==> config.mk <==
export PLATFORM = sky130hd
export DESIGN_NAME = wb_scoreboard
export DESIGN_NICKNAME = d
export VERILOG_FILES = /design/src/rtl/sb_pkg.sv /design/src/rtl/sb_busy_table.sv /design/src/rtl/sb_wb_arbiter.sv /design/src/rtl/wb_scoreboard.sv
export SDC_FILE = /design/constraint.sdc
export NUM_CORES = 1
export LEC_CHECK = 0
export ABC_CLOCK_PERIOD_IN_PS = 5130
export BUFFER_PORTS_ARGS = -buffer_cell sky130_fd_sc_hd__buf_4
export CAP_MARGIN = 20
export CORE_ASPECT_RATIO = 1.1
export CORE_MARGIN = 1
export CORE_UTILIZATION = 53
export DETAILED_ROUTE_END_ITERATION = 10
export PLACE_DENSITY_LB_ADDON = 0.05
export SYNTH_ARGS = -nofsm -noshare
export SYNTH_HDL_FRONTEND = slang
export SYNTH_SLANG_ARGS = --single-unit
==> constraint.sdc <==
create_clock -name clk -period 5.13 [get_ports clk]
set_clock_uncertainty 0.2 [all_clocks]
set_input_delay 0.7695 -clock clk [delete_from_list [all_inputs] [get_ports clk]]
set_output_delay 0.7695 -clock clk [all_outputs]
set_load 0.01 [all_outputs]
==> src/rtl/sb_pkg.sv <==
// Package: default sizing for the writeback scoreboard.
// Assumes a 32-entry register file with index 0 hard-wired to zero.
package sb_pkg;
    localparam int unsigned SB_NUM_UNITS = 4;
    localparam int unsigned SB_NUM_REGS  = 32;
    localparam int unsigned SB_XLEN      = 32;
    localparam int unsigned SB_MAX_LAT   = 29;
endpackage

==> src/rtl/sb_busy_table.sv <==
// Module: sb_busy_table
// Keeps one busy bit and one owning-unit tag per register. A bit is set
// when an instruction that writes that register issues, and it is cleared
// when the owning unit's result is written. Index 0 is never marked.
// Assumes that set and clear never target the same register in one cycle.
// The issue stall keeps that true, because a busy register cannot be set again.
module sb_busy_table #(
    parameter int unsigned NUM_REGS  = 32,
    parameter int unsigned NUM_UNITS = 4,
    localparam int unsigned RW = $clog2(NUM_REGS),
    localparam int unsigned UW = (NUM_UNITS > 1) ? $clog2(NUM_UNITS) : 1
) (
    input  logic                clk,
    input  logic                rst_n,
    input  logic                flush,
    input  logic                set_en,
    input  logic [RW-1:0]       set_idx,
    input  logic [UW-1:0]       set_unit,
    input  logic                clr_en,
    input  logic [RW-1:0]       clr_idx,
    input  logic [UW-1:0]       clr_unit,
    input  logic [RW-1:0]       q_src_a,
    input  logic [RW-1:0]       q_src_b,
    input  logic [RW-1:0]       q_dst,
    input  logic                q_dst_we,
    output logic                hit_src,
    output logic                hit_dst,
    output logic [NUM_REGS-1:0] busy_vec
);
    logic [NUM_REGS-1:0] busy_q;
    logic [UW-1:0]       owner_q [NUM_REGS];

    // Update busy bits and owner tags on issue, writeback and flush.
    always_ff @(posedge clk) begin
        if (!rst_n || flush) begin
            busy_q <= '0;
            for (int r = 0; r < int'(NUM_REGS); r++) owner_q[r] <= '0;
        end else begin
            if (clr_en && owner_q[clr_idx] == clr_unit) busy_q[clr_idx] <= 1'b0;
            if (set_en && set_idx != '0) begin
                busy_q[set_idx]  <= 1'b1;
                owner_q[set_idx] <= set_unit;
            end
        end
    end

    // Look up the issue operands in the busy table.
    always_comb begin
        hit_src = busy_q[q_src_a] | busy_q[q_src_b];
        hit_dst = q_dst_we & busy_q[q_dst];
    end

    assign busy_vec = busy_q;

    AST_X0_NEVER_BUSY: assert property (@(posedge clk) disable iff (!rst_n)
        !busy_q[0]);
    AST_CLEAR_MATCHES_OWNER: assert property (@(posedge clk) disable iff (!rst_n)
        (clr_en && !flush) |-> (busy_q[clr_idx] && owner_q[clr_idx] == clr_unit));
endmodule

==> src/rtl/sb_wb_arbiter.sv <==
// Module: sb_wb_arbiter
// Gives the single register-file write port to one valid result channel.
// The unit with the largest configured latency wins, and on a tie the lower
// index wins. While flushing it grants nothing. Assumes that a unit keeps
// valid and its payload stable until it sees ready.
module sb_wb_arbiter #(
    parameter int unsigned NUM_UNITS = 4,
    parameter int unsigned UNIT_LAT [NUM_UNITS] = '{1, 3, 6, 29},
    localparam int unsigned UW = (NUM_UNITS > 1) ? $clog2(NUM_UNITS) : 1
) (
    input  logic                 clk,
    input  logic                 rst_n,
    input  logic                 flush,
    input  logic [NUM_UNITS-1:0] req,
    output logic [NUM_UNITS-1:0] grant,
    output logic [UW-1:0]        grant_idx,
    output logic                 grant_any
);
    logic          found;
    logic [UW-1:0] best;
    int unsigned   best_lat;

    // Pick the valid unit that has the longest latency.
    always_comb begin
        found    = 1'b0;
        best     = '0;
        best_lat = 0;
        for (int i = 0; i < int'(NUM_UNITS); i++) begin
            if (req[i] && (!found || UNIT_LAT[i] > best_lat)) begin
                found    = 1'b1;
                best     = UW'(i);
                best_lat = UNIT_LAT[i];
            end
        end
    end

    // Turn the chosen unit into a one-hot grant; grant nothing during a flush.
    always_comb begin
        grant_any = found & ~flush;
        grant_idx = best;
        grant     = '0;
        if (grant_any) grant[best] = 1'b1;
    end

    AST_GRANT_ONEHOT: assert property (@(posedge clk) disable iff (!rst_n)
        $onehot0(grant));
    AST_GRANT_NEEDS_REQ: assert property (@(posedge clk) disable iff (!rst_n)
        (grant & ~req) == '0);

    for (genvar gi = 0; gi < int'(NUM_UNITS); gi++) begin : g_prio_i
        for (genvar gj = 0; gj < int'(NUM_UNITS); gj++) begin : g_prio_j
            if (UNIT_LAT[gj] > UNIT_LAT[gi]) begin : g_chk
                AST_LONGER_FIRST: assert property (@(posedge clk) disable iff (!rst_n)
                    grant[gi] |-> !req[gj]);
            end
        end
    end
endmodule

==> src/rtl/wb_scoreboard.sv <==
// Module: wb_scoreboard (top)
// Tracks destination registers that are still in flight for an in-order,
// single-issue core. It stalls issue on RAW and WAW hazards and writes
// completed results from several fixed-latency units through one port, in
// the order they are granted. Assumes that each unit returns its own results
// in issue order and holds a result until ready.
module wb_scoreboard
    import sb_pkg::*;
#(
    parameter int unsigned NUM_UNITS = SB_NUM_UNITS,
    parameter int unsigned NUM_REGS  = SB_NUM_REGS,
    parameter int unsigned XLEN      = SB_XLEN,
    parameter int unsigned UNIT_LAT [NUM_UNITS] = '{1, 3, 6, SB_MAX_LAT},
    localparam int unsigned RW = $clog2(NUM_REGS),
    localparam int unsigned UW = (NUM_UNITS > 1) ? $clog2(NUM_UNITS) : 1
) (
    input  logic                      clk,
    input  logic                      rst_n,
    input  logic                      flush,
    input  logic                      iss_valid,
    input  logic [RW-1:0]             iss_src_a,
    input  logic [RW-1:0]             iss_src_b,
    input  logic [RW-1:0]             iss_dst,
    input  logic                      iss_dst_we,
    input  logic [UW-1:0]             iss_unit,
    output logic                      iss_stall,
    input  logic [NUM_UNITS-1:0]      res_valid,
    input  logic [NUM_UNITS*RW-1:0]   res_dst,
    input  logic [NUM_UNITS*XLEN-1:0] res_data,
    output logic [NUM_UNITS-1:0]      res_ready,
    output logic                      rf_we,
    output logic [RW-1:0]             rf_waddr,
    output logic [XLEN-1:0]           rf_wdata
);
    logic                 hit_src, hit_dst, iss_fire, clr_en;
    logic [NUM_REGS-1:0]  busy_vec;
    logic [NUM_UNITS-1:0] grant;
    logic [UW-1:0]        grant_idx;
    logic                 grant_any;
    logic [RW-1:0]        sel_dst;
    logic [XLEN-1:0]      sel_data;

    sb_busy_table #(.NUM_REGS(NUM_REGS), .NUM_UNITS(NUM_UNITS)) i_busy (
        .clk      (clk),
        .rst_n    (rst_n),
        .flush    (flush),
        .set_en   (iss_fire & iss_dst_we),
        .set_idx  (iss_dst),
        .set_unit (iss_unit),
        .clr_en   (clr_en),
        .clr_idx  (sel_dst),
        .clr_unit (grant_idx),
        .q_src_a  (iss_src_a),
        .q_src_b  (iss_src_b),
        .q_dst    (iss_dst),
        .q_dst_we (iss_dst_we),
        .hit_src  (hit_src),
        .hit_dst  (hit_dst),
        .busy_vec (busy_vec)
    );

    sb_wb_arbiter #(.NUM_UNITS(NUM_UNITS), .UNIT_LAT(UNIT_LAT)) i_arb (
        .clk       (clk),
        .rst_n     (rst_n),
        .flush     (flush),
        .req       (res_valid),
        .grant     (grant),
        .grant_idx (grant_idx),
        .grant_any (grant_any)
    );

    // Issue side: stall on a hazard or during a flush.
    always_comb begin
        iss_stall = iss_valid & (flush | hit_src | hit_dst);
        iss_fire  = iss_valid & ~iss_stall;
    end

    // Write side: route the granted unit's payload to the write port.
    always_comb begin
        sel_dst   = res_dst[grant_idx*RW +: RW];
        sel_data  = res_data[grant_idx*XLEN +: XLEN];
        clr_en    = grant_any & (sel_dst != '0);
        rf_we     = clr_en;
        rf_waddr  = sel_dst;
        rf_wdata  = sel_data;
        res_ready = flush ? res_valid : grant;
    end

    AST_RAW_BLOCKED: assert property (@(posedge clk) disable iff (!rst_n)
        iss_fire |-> (!busy_vec[iss_src_a] && !busy_vec[iss_src_b]));
    AST_WAW_BLOCKED: assert property (@(posedge clk) disable iff (!rst_n)
        (iss_fire && iss_dst_we) |-> !busy_vec[iss_dst]);
    AST_WB_WAS_BUSY: assert property (@(posedge clk) disable iff (!rst_n)
        rf_we |-> busy_vec[rf_waddr]);
    AST_WB_SINGLE: assert property (@(posedge clk) disable iff (!rst_n)
        rf_we |-> $onehot(res_ready));
    AST_NO_WB_ON_FLUSH: assert property (@(posedge clk) disable iff (!rst_n)
        flush |-> !rf_we);
    AST_FLUSH_EMPTIES: assert property (@(posedge clk) disable iff (!rst_n)
        flush |=> busy_vec == '0);
endmodule

## Yosys cells after proc, flatten, opt, wreduce, memory -nomap -nowiden

Memory sizes are Yosys's and may differ from the RTL's.
Cells that the tools add are included.

| cells by class | value |
|---|---|
| bitwise operators | 14 |
| multipliers | 1 |
| eq/ne operators | 1 |
| mux-type cells | 35 |
| reduce and logical (&&, ||, !) cells | 19 |
| order comparisons | 11 |
| shift-type cells | 2 |

Operators by type and width:

| kind | count |
|---|---|
| $mux W32 | 5 |
| $shiftx A128 B8 Y32 | 1 |
| $and A32 B32 Y32 | 1 |
| $gt A3 B32 Y1 const A | 1 |
| $gt A5 B32 Y1 const A | 1 |
| $not A32 Y32 | 1 |
| $or A32 B32 Y32 | 1 |
| $lt A5 B6 Y1 const B | 4 |
| $shiftx A20 B6 Y5 | 1 |
| $mux W1 | 18 |
| $bmux W1 S5 | 3 |
| $demux W1 S5 | 2 |
| $ge A5 B1 Y1 const B | 2 |
| $reduce_bool A5 Y1 | 2 |
| $logic_and A1 B1 Y1 | 8 |
| $mux W4 | 2 |
| $and A1 B1 Y1 | 6 |
| $mux W2 | 3 |
| $mul A2 B3 Y5 const B | 1 |
| $mux W5 | 1 |
| $logic_not A1 Y1 | 4 |
| $logic_or A1 B1 Y1 | 4 |
| $lt A2 B3 Y1 const B | 1 |
| $or A1 B1 Y1 | 3 |
| 6 further kinds | 7 |

| word-level totals | value |
|---|---|
| output and inout bits | 43 |
| word-level logic and storage cells | 85 |
| bits in writable memories | 64 |
| flip-flop bits (word level) | 32 |
| memories kept | 1 |

Memory list:

| name | depth | bits a word | rd ports | clocked after memory_dff | write ports | line | text |
|---|---|---|---|---|---|---|---|
| i_busy.owner_q | 32 | 2 | 1 | 0 | 32 | sb_busy_table.sv:31 | `logic [UW-1:0] owner_q [NUM_REGS];` |

## Depth between registers and ports, before layout

| depth | value |
|---|---|
| word-level depth | 25 |
| mapped depth | 14 |

## Cells and area by module

From an unflattened synthesis, not the netlist that was laid out.

| second synthesis, totals | value |
|---|---|
| cells, all modules | 572 |
| area, all modules | 6675.2 µm² |

By module, submodules not included:

| module | cells each | area an instance (µm²) | seq. area each (µm²) | instances |
|---|---|---|---|---|
| sb_busy_table | 509 | 5644.2 | 2562.5 | 1 |
| wb_scoreboard | 54 | 952.2 | 0.0 | 1 |
| sb_wb_arbiter | 9 | 78.8 | 0.0 | 1 |

## Worst setup path after synthesis

No wires, ideal clock.

| path | value |
|---|---|
| kind | input-to-reg |
| from | input iss_src_a[0] |
| to | memory i_busy.owner_q[12][0] (netlist bit) (enable) |
| data arrival time | 3.472 ns |
| cell stages on the path | 11 |
| required time | 4.603 ns |
| setup time | 0.327 ns |
| path slack | 1.130 ns |
| path through | buf_4 mux4_2 mux4_2 mux2i_1 nand2_1 or4_1 clkbuf_1 or3_1 clkbuf_1 buf_2 o21ai_0 |

RTL lines:

| item | line | text |
|---|---|---|
| start: declaration | wb_scoreboard.sv:21 | `input logic [RW-1:0] iss_src_a,` |
| end: declaration | sb_busy_table.sv:31 |  |

## Worst setup path in the final report

| path | value |
|---|---|
| from | input res_valid[1] |
| to | register i_busy.busy_q[7] (netlist: i_busy.busy_vec[7]) |

| between the ends | value |
|---|---|
| longest elaborated chain between the ends | 22 |

RTL lines:

| item | line | text |
|---|---|---|
| start: declaration | wb_scoreboard.sv:27 | `input logic [NUM_UNITS-1:0] res_valid,` |
| $logic_and A1 B1 Y1 (*) | sb_wb_arbiter.sv:29 | `if (req[i] && (!found \|\| UNIT_LAT[i] > best_lat)) begin` |
| $mux W32 / $mux W1 (equally long branches) | sb_wb_arbiter.sv:29 |  |
| $gt A3 B32 Y1 / $logic_not A1 Y1 (equally long branches) | sb_wb_arbiter.sv:29 |  |
| $logic_or A1 B1 Y1 | sb_wb_arbiter.sv:29 |  |
| $logic_and A1 B1 Y1 | sb_wb_arbiter.sv:29 |  |
| $mux W32 / $mux W1 (equally long branches) | sb_wb_arbiter.sv:29 |  |
| $gt A5 B32 Y1 / $logic_not A1 Y1 (equally long branches) | sb_wb_arbiter.sv:29 |  |
| $logic_or A1 B1 Y1 | sb_wb_arbiter.sv:29 |  |
| [... 6 more ...] | - |  |
| $mux W1 (implied by the code) | sb_busy_table.sv:39 | `if (clr_en && owner_q[clr_idx] == clr_unit) busy_q[clr_idx] <= 1'b0;` |
| $demux W1 S5 | - |  |
| $not A32 Y32 (no source line) | - |  |
| $and A32 B32 Y32 (no source line) | - |  |
| $mux W32 (*) | sb_busy_table.sv:39 |  |
| $mux W32 (*) | sb_busy_table.sv:35 | `if (!rst_n \|\| flush) begin` |
| $or A32 B32 Y32 (no source line) | - |  |
| $mux W32 (*) | sb_busy_table.sv:40 | `if (set_en && set_idx != '0) begin` |
| end signal: assignment | sb_busy_table.sv:36 | `busy_q <= '0;` |
| end signal: indexed assignment | sb_busy_table.sv:39 |  |
| end signal: indexed assignment | sb_busy_table.sv:41 | `busy_q[set_idx] <= 1'b1;` |
| end: declaration | sb_busy_table.sv:30 | `logic [NUM_REGS-1:0] busy_q;` |

Every way passes the cells marked *; elsewhere a longest branch is shown, timed or not. The select of a mux whose other input is x is not followed.
A chain may end at the register's enable or synchronous reset.

==> impl_metrics.env <==
export IMPL_io_buffers=216
export IMPL_path_class="input port to flip-flop"
export IMPL_cap_violations=0
export IMPL_synth_main_ff_cell="edfxtp_1"
export IMPL_synth_top_family_by_area="compound AO/OA/AOI/OAI gates"
export IMPL_drtAntennaViolNets=0
export IMPL_ys_warn_count=0
export IMPL_post_cts_buffers=0
export IMPL_antenna_cells=0
export IMPL_grt_pass1_vias=7513
export IMPL_tritoncts="done"
export IMPL_drc_errors=0
export IMPL_die_w_um=113.3
export IMPL_synthAdderAreaFrac=0
export IMPL_cp_max_fo=33
export IMPL_grt_pass1_wl_um=40920
export IMPL_dp_hpwl_um=19750
export IMPL_yosysUniqueCellTypes=49
export IMPL_grt_use_met2=0.6344
export IMPL_clk_pin_slew_ns=0.07
export IMPL_critPathLaunchType="input port"
export IMPL_dieArea_sq_um=14100
export IMPL_cts_htree_levels=3
export IMPL_use_met3=0.07445
export IMPL_postCtsHoldBufs=0
export IMPL_postSynthAreaPerCell_sq_um=8.694
export IMPL_fin_crit_sh=0.8310
export IMPL_rows=44
export IMPL_synth_compound_area_frac=0.2246
export IMPL_max_vdd_ir_drop_mv=0.2074
export IMPL_synth_edff_count=64
export IMPL_postCtsResizedCells=0
export IMPL_nFillCells=1090
export IMPL_r2r_slack_ns=1.46
export IMPL_relSlewSlack=0.3067
export IMPL_drtPass1Iterations=8
export IMPL_rsz0062_at_grt="false"
export IMPL_first_iter_violations=859
export IMPL_yosys_area_share_simple=0.1682
export IMPL_tightest_slew_ns=1.040
export IMPL_leakagePower_nw=3.589
export IMPL_layout_area_overhead_vs_synth_pct=26.91
export IMPL_ctsLongestPathBuffers=2
export IMPL_powerDensity_nw_per_um2=227.3
export IMPL_grt_max_degree=66
export IMPL_routedWlPerCell_um=22.71
export IMPL_ioPinCount=217
export IMPL_track_usage=0.3776
export IMPL_busiest_layer="met2"
export IMPL_setup_viol=0
export IMPL_avgViaCountPerCell=6.576
export IMPL_seq_area_frac_synth=0.3547
export IMPL_wirelength_um=26820
export IMPL_cts_buffers=9
export IMPL_core_sq_um=13270
export IMPL_grt_overflow_total=0
export IMPL_nets=1166
export IMPL_antenna_found_initial=0
export IMPL_yosys_mux_area_fraction=0.1988
export IMPL_async_flop_share=0
export IMPL_drive_gt1_frac=0.3260
export IMPL_whs_ns=0.3189
export IMPL_syn_inst=831
export IMPL_crit_path_end_kind="flip-flop"
export IMPL_dr_total_vias=7766
export IMPL_status="finished, final reports clean"
export IMPL_die_y_um=124.5
export IMPL_finalWorstPathRequiredPeriod_ns=4.263
export IMPL_hold_viol=0
export IMPL_synthesis_area_sq_um=7224
export IMPL_slew_violations=0
export IMPL_initial_core_util=0.5445
export IMPL_cts_root_buf="clkbuf_16"
export IMPL_tns_ns=0
export IMPL_place_area_sq_um=8875
export IMPL_clock_latency_ns=0.35
export IMPL_ys_seq_elements=96
export IMPL_gp_congestion=0.9566
export IMPL_hold_class="flip-flop to flip-flop"
export IMPL_cp_arrival_ns=4.26
export IMPL_cp_required_ns=5.13
export IMPL_synth_xor_area_share=0.001212
export IMPL_fin_util=0.6911
export IMPL_clock_fmax_ghz=0.2346
export IMPL_fin_area_sq_um=9169
export IMPL_use_met1=0.4556
export IMPL_clock_sinks=96
routing by layer:
metal  share of wire  wire [um]  vias to the layer above
met2            0.48      12880                      529
met4           0.052       1393                        0
met1            0.37       9796                     3660
met3            0.10       2747                      105
met5               0          0                        -
li1                -          -                     3472
cells in the final DEF (no fill, tap or decap), types with 5 or more instances in the layout:
master	netlist	layout
nor2_1	109	109
a22oi_1	52	52
mux4_2	27	27
inv_1	10	10
a21oi_1	69	69
nor4_1	16	16
nand2_1	85	85
o21ai_0	65	65
mux2i_1	40	40
clkbuf_16	0	9
nand3_1	5	5
mux2_2	38	38
buf_4	1	233
dfxtp_1	32	32
or2_2	5	5
edfxtp_1	64	64
a221oi_1	32	32
o22ai_1	20	20
nor3_1	34	33
Yosys cell counts, drive strengths merged (2+ instances only):
cell      n  area, sq um
o21a      2        15.01
nand3     5        25.02
o211a     2        20.02
dfxtp    32        640.6
nand2b    3        18.77
nor4     16        100.1
or3b      3        26.28
clkbuf   58        217.7
inv      10        37.54
nor2b     2        12.51
a21boi    2        15.01
and2      2        12.51
or2       5        31.28
edfxtp   64         1922
a32oi     3        26.28
o21ai    66        330.3
nor3     34        170.2
mux4     27        608.1
mux2     38        427.9
or3       3        18.77
a21oi    69        345.3
nand2    85        319.1
a221oi   32        280.3
buf      26        120.1
nor2    111        421.7
mux2i    40        400.4
a22oi    52        390.4
o22ai    20        125.1
nor3b     3        22.52
power by group:
part           internal (mW)  switching [mW]  leakage (nW)  total, mW
logic                  0.246           0.302          2.49      0.547
registers              0.850          0.0193         0.953      0.870
clock network          0.342           0.326         0.141      0.668
total                   1.44           0.647          3.59       2.08
worst max-delay path: stages:
cell	delay [ns]
buf_4	0.16
buf_4	0.49
mux2_2	0.42
mux2_2	0.29
a21boi_0	0.33
inv_1	0.14
nand2_1	0.22
o22ai_1	0.13
nor4_1	0.32
mux2_2	0.50
nor4_1	0.38
o22ai_1	0.11
state kept, by name, indices dropped and copies added, names as in the netlist:
| register | cells |
|---|---|
| i_busy.busy_vec | 32 |
| i_busy.owner_q | 64 |
worst paths after layout:
kind                      endpoint                 from  cells after the start
min             i_busy.busy_vec[0]   i_busy.busy_vec[0]                      1
max reg2reg  i_busy.owner_q[12][0]  i_busy.busy_vec[27]                      9
min reg2reg     i_busy.busy_vec[0]   i_busy.busy_vec[0]                      1
max             i_busy.busy_vec[7]         res_valid[1]                     12
layout make-up:
type,instances,area [sq um],share of cell area
multi-input combinational,642,4303,0.4693
sequential,96,2562,0.2795
timing repair buffer,233,1749,0.1908
tap,184,230.2,0.02511
clock buffer,10,229.0,0.02497
clock inverter,6,57.56,0.006277
inverter,10,37.54,0.004094
per-stage QoR:
stage	setup slack [ns]	total power, mW	instances
6_report	0.8672	2.085	1181
5_1_grt	0.6863	2.143	1181
4_1_cts	0.9595	2.061	1180
3_5_place_dp	0.6088	1.417	1164
3_3_place_gp	0.6953	1.405	1164
2_1_floorplan	1.130	1.173	832
cell families after synthesis:
kind of cell	Yosys count
xor+xnor	1
mux	105
other cells	1
flops	96
buf+inv	94
compound gates	257
simple gates	277
Power figures use the tool's default switching activity.
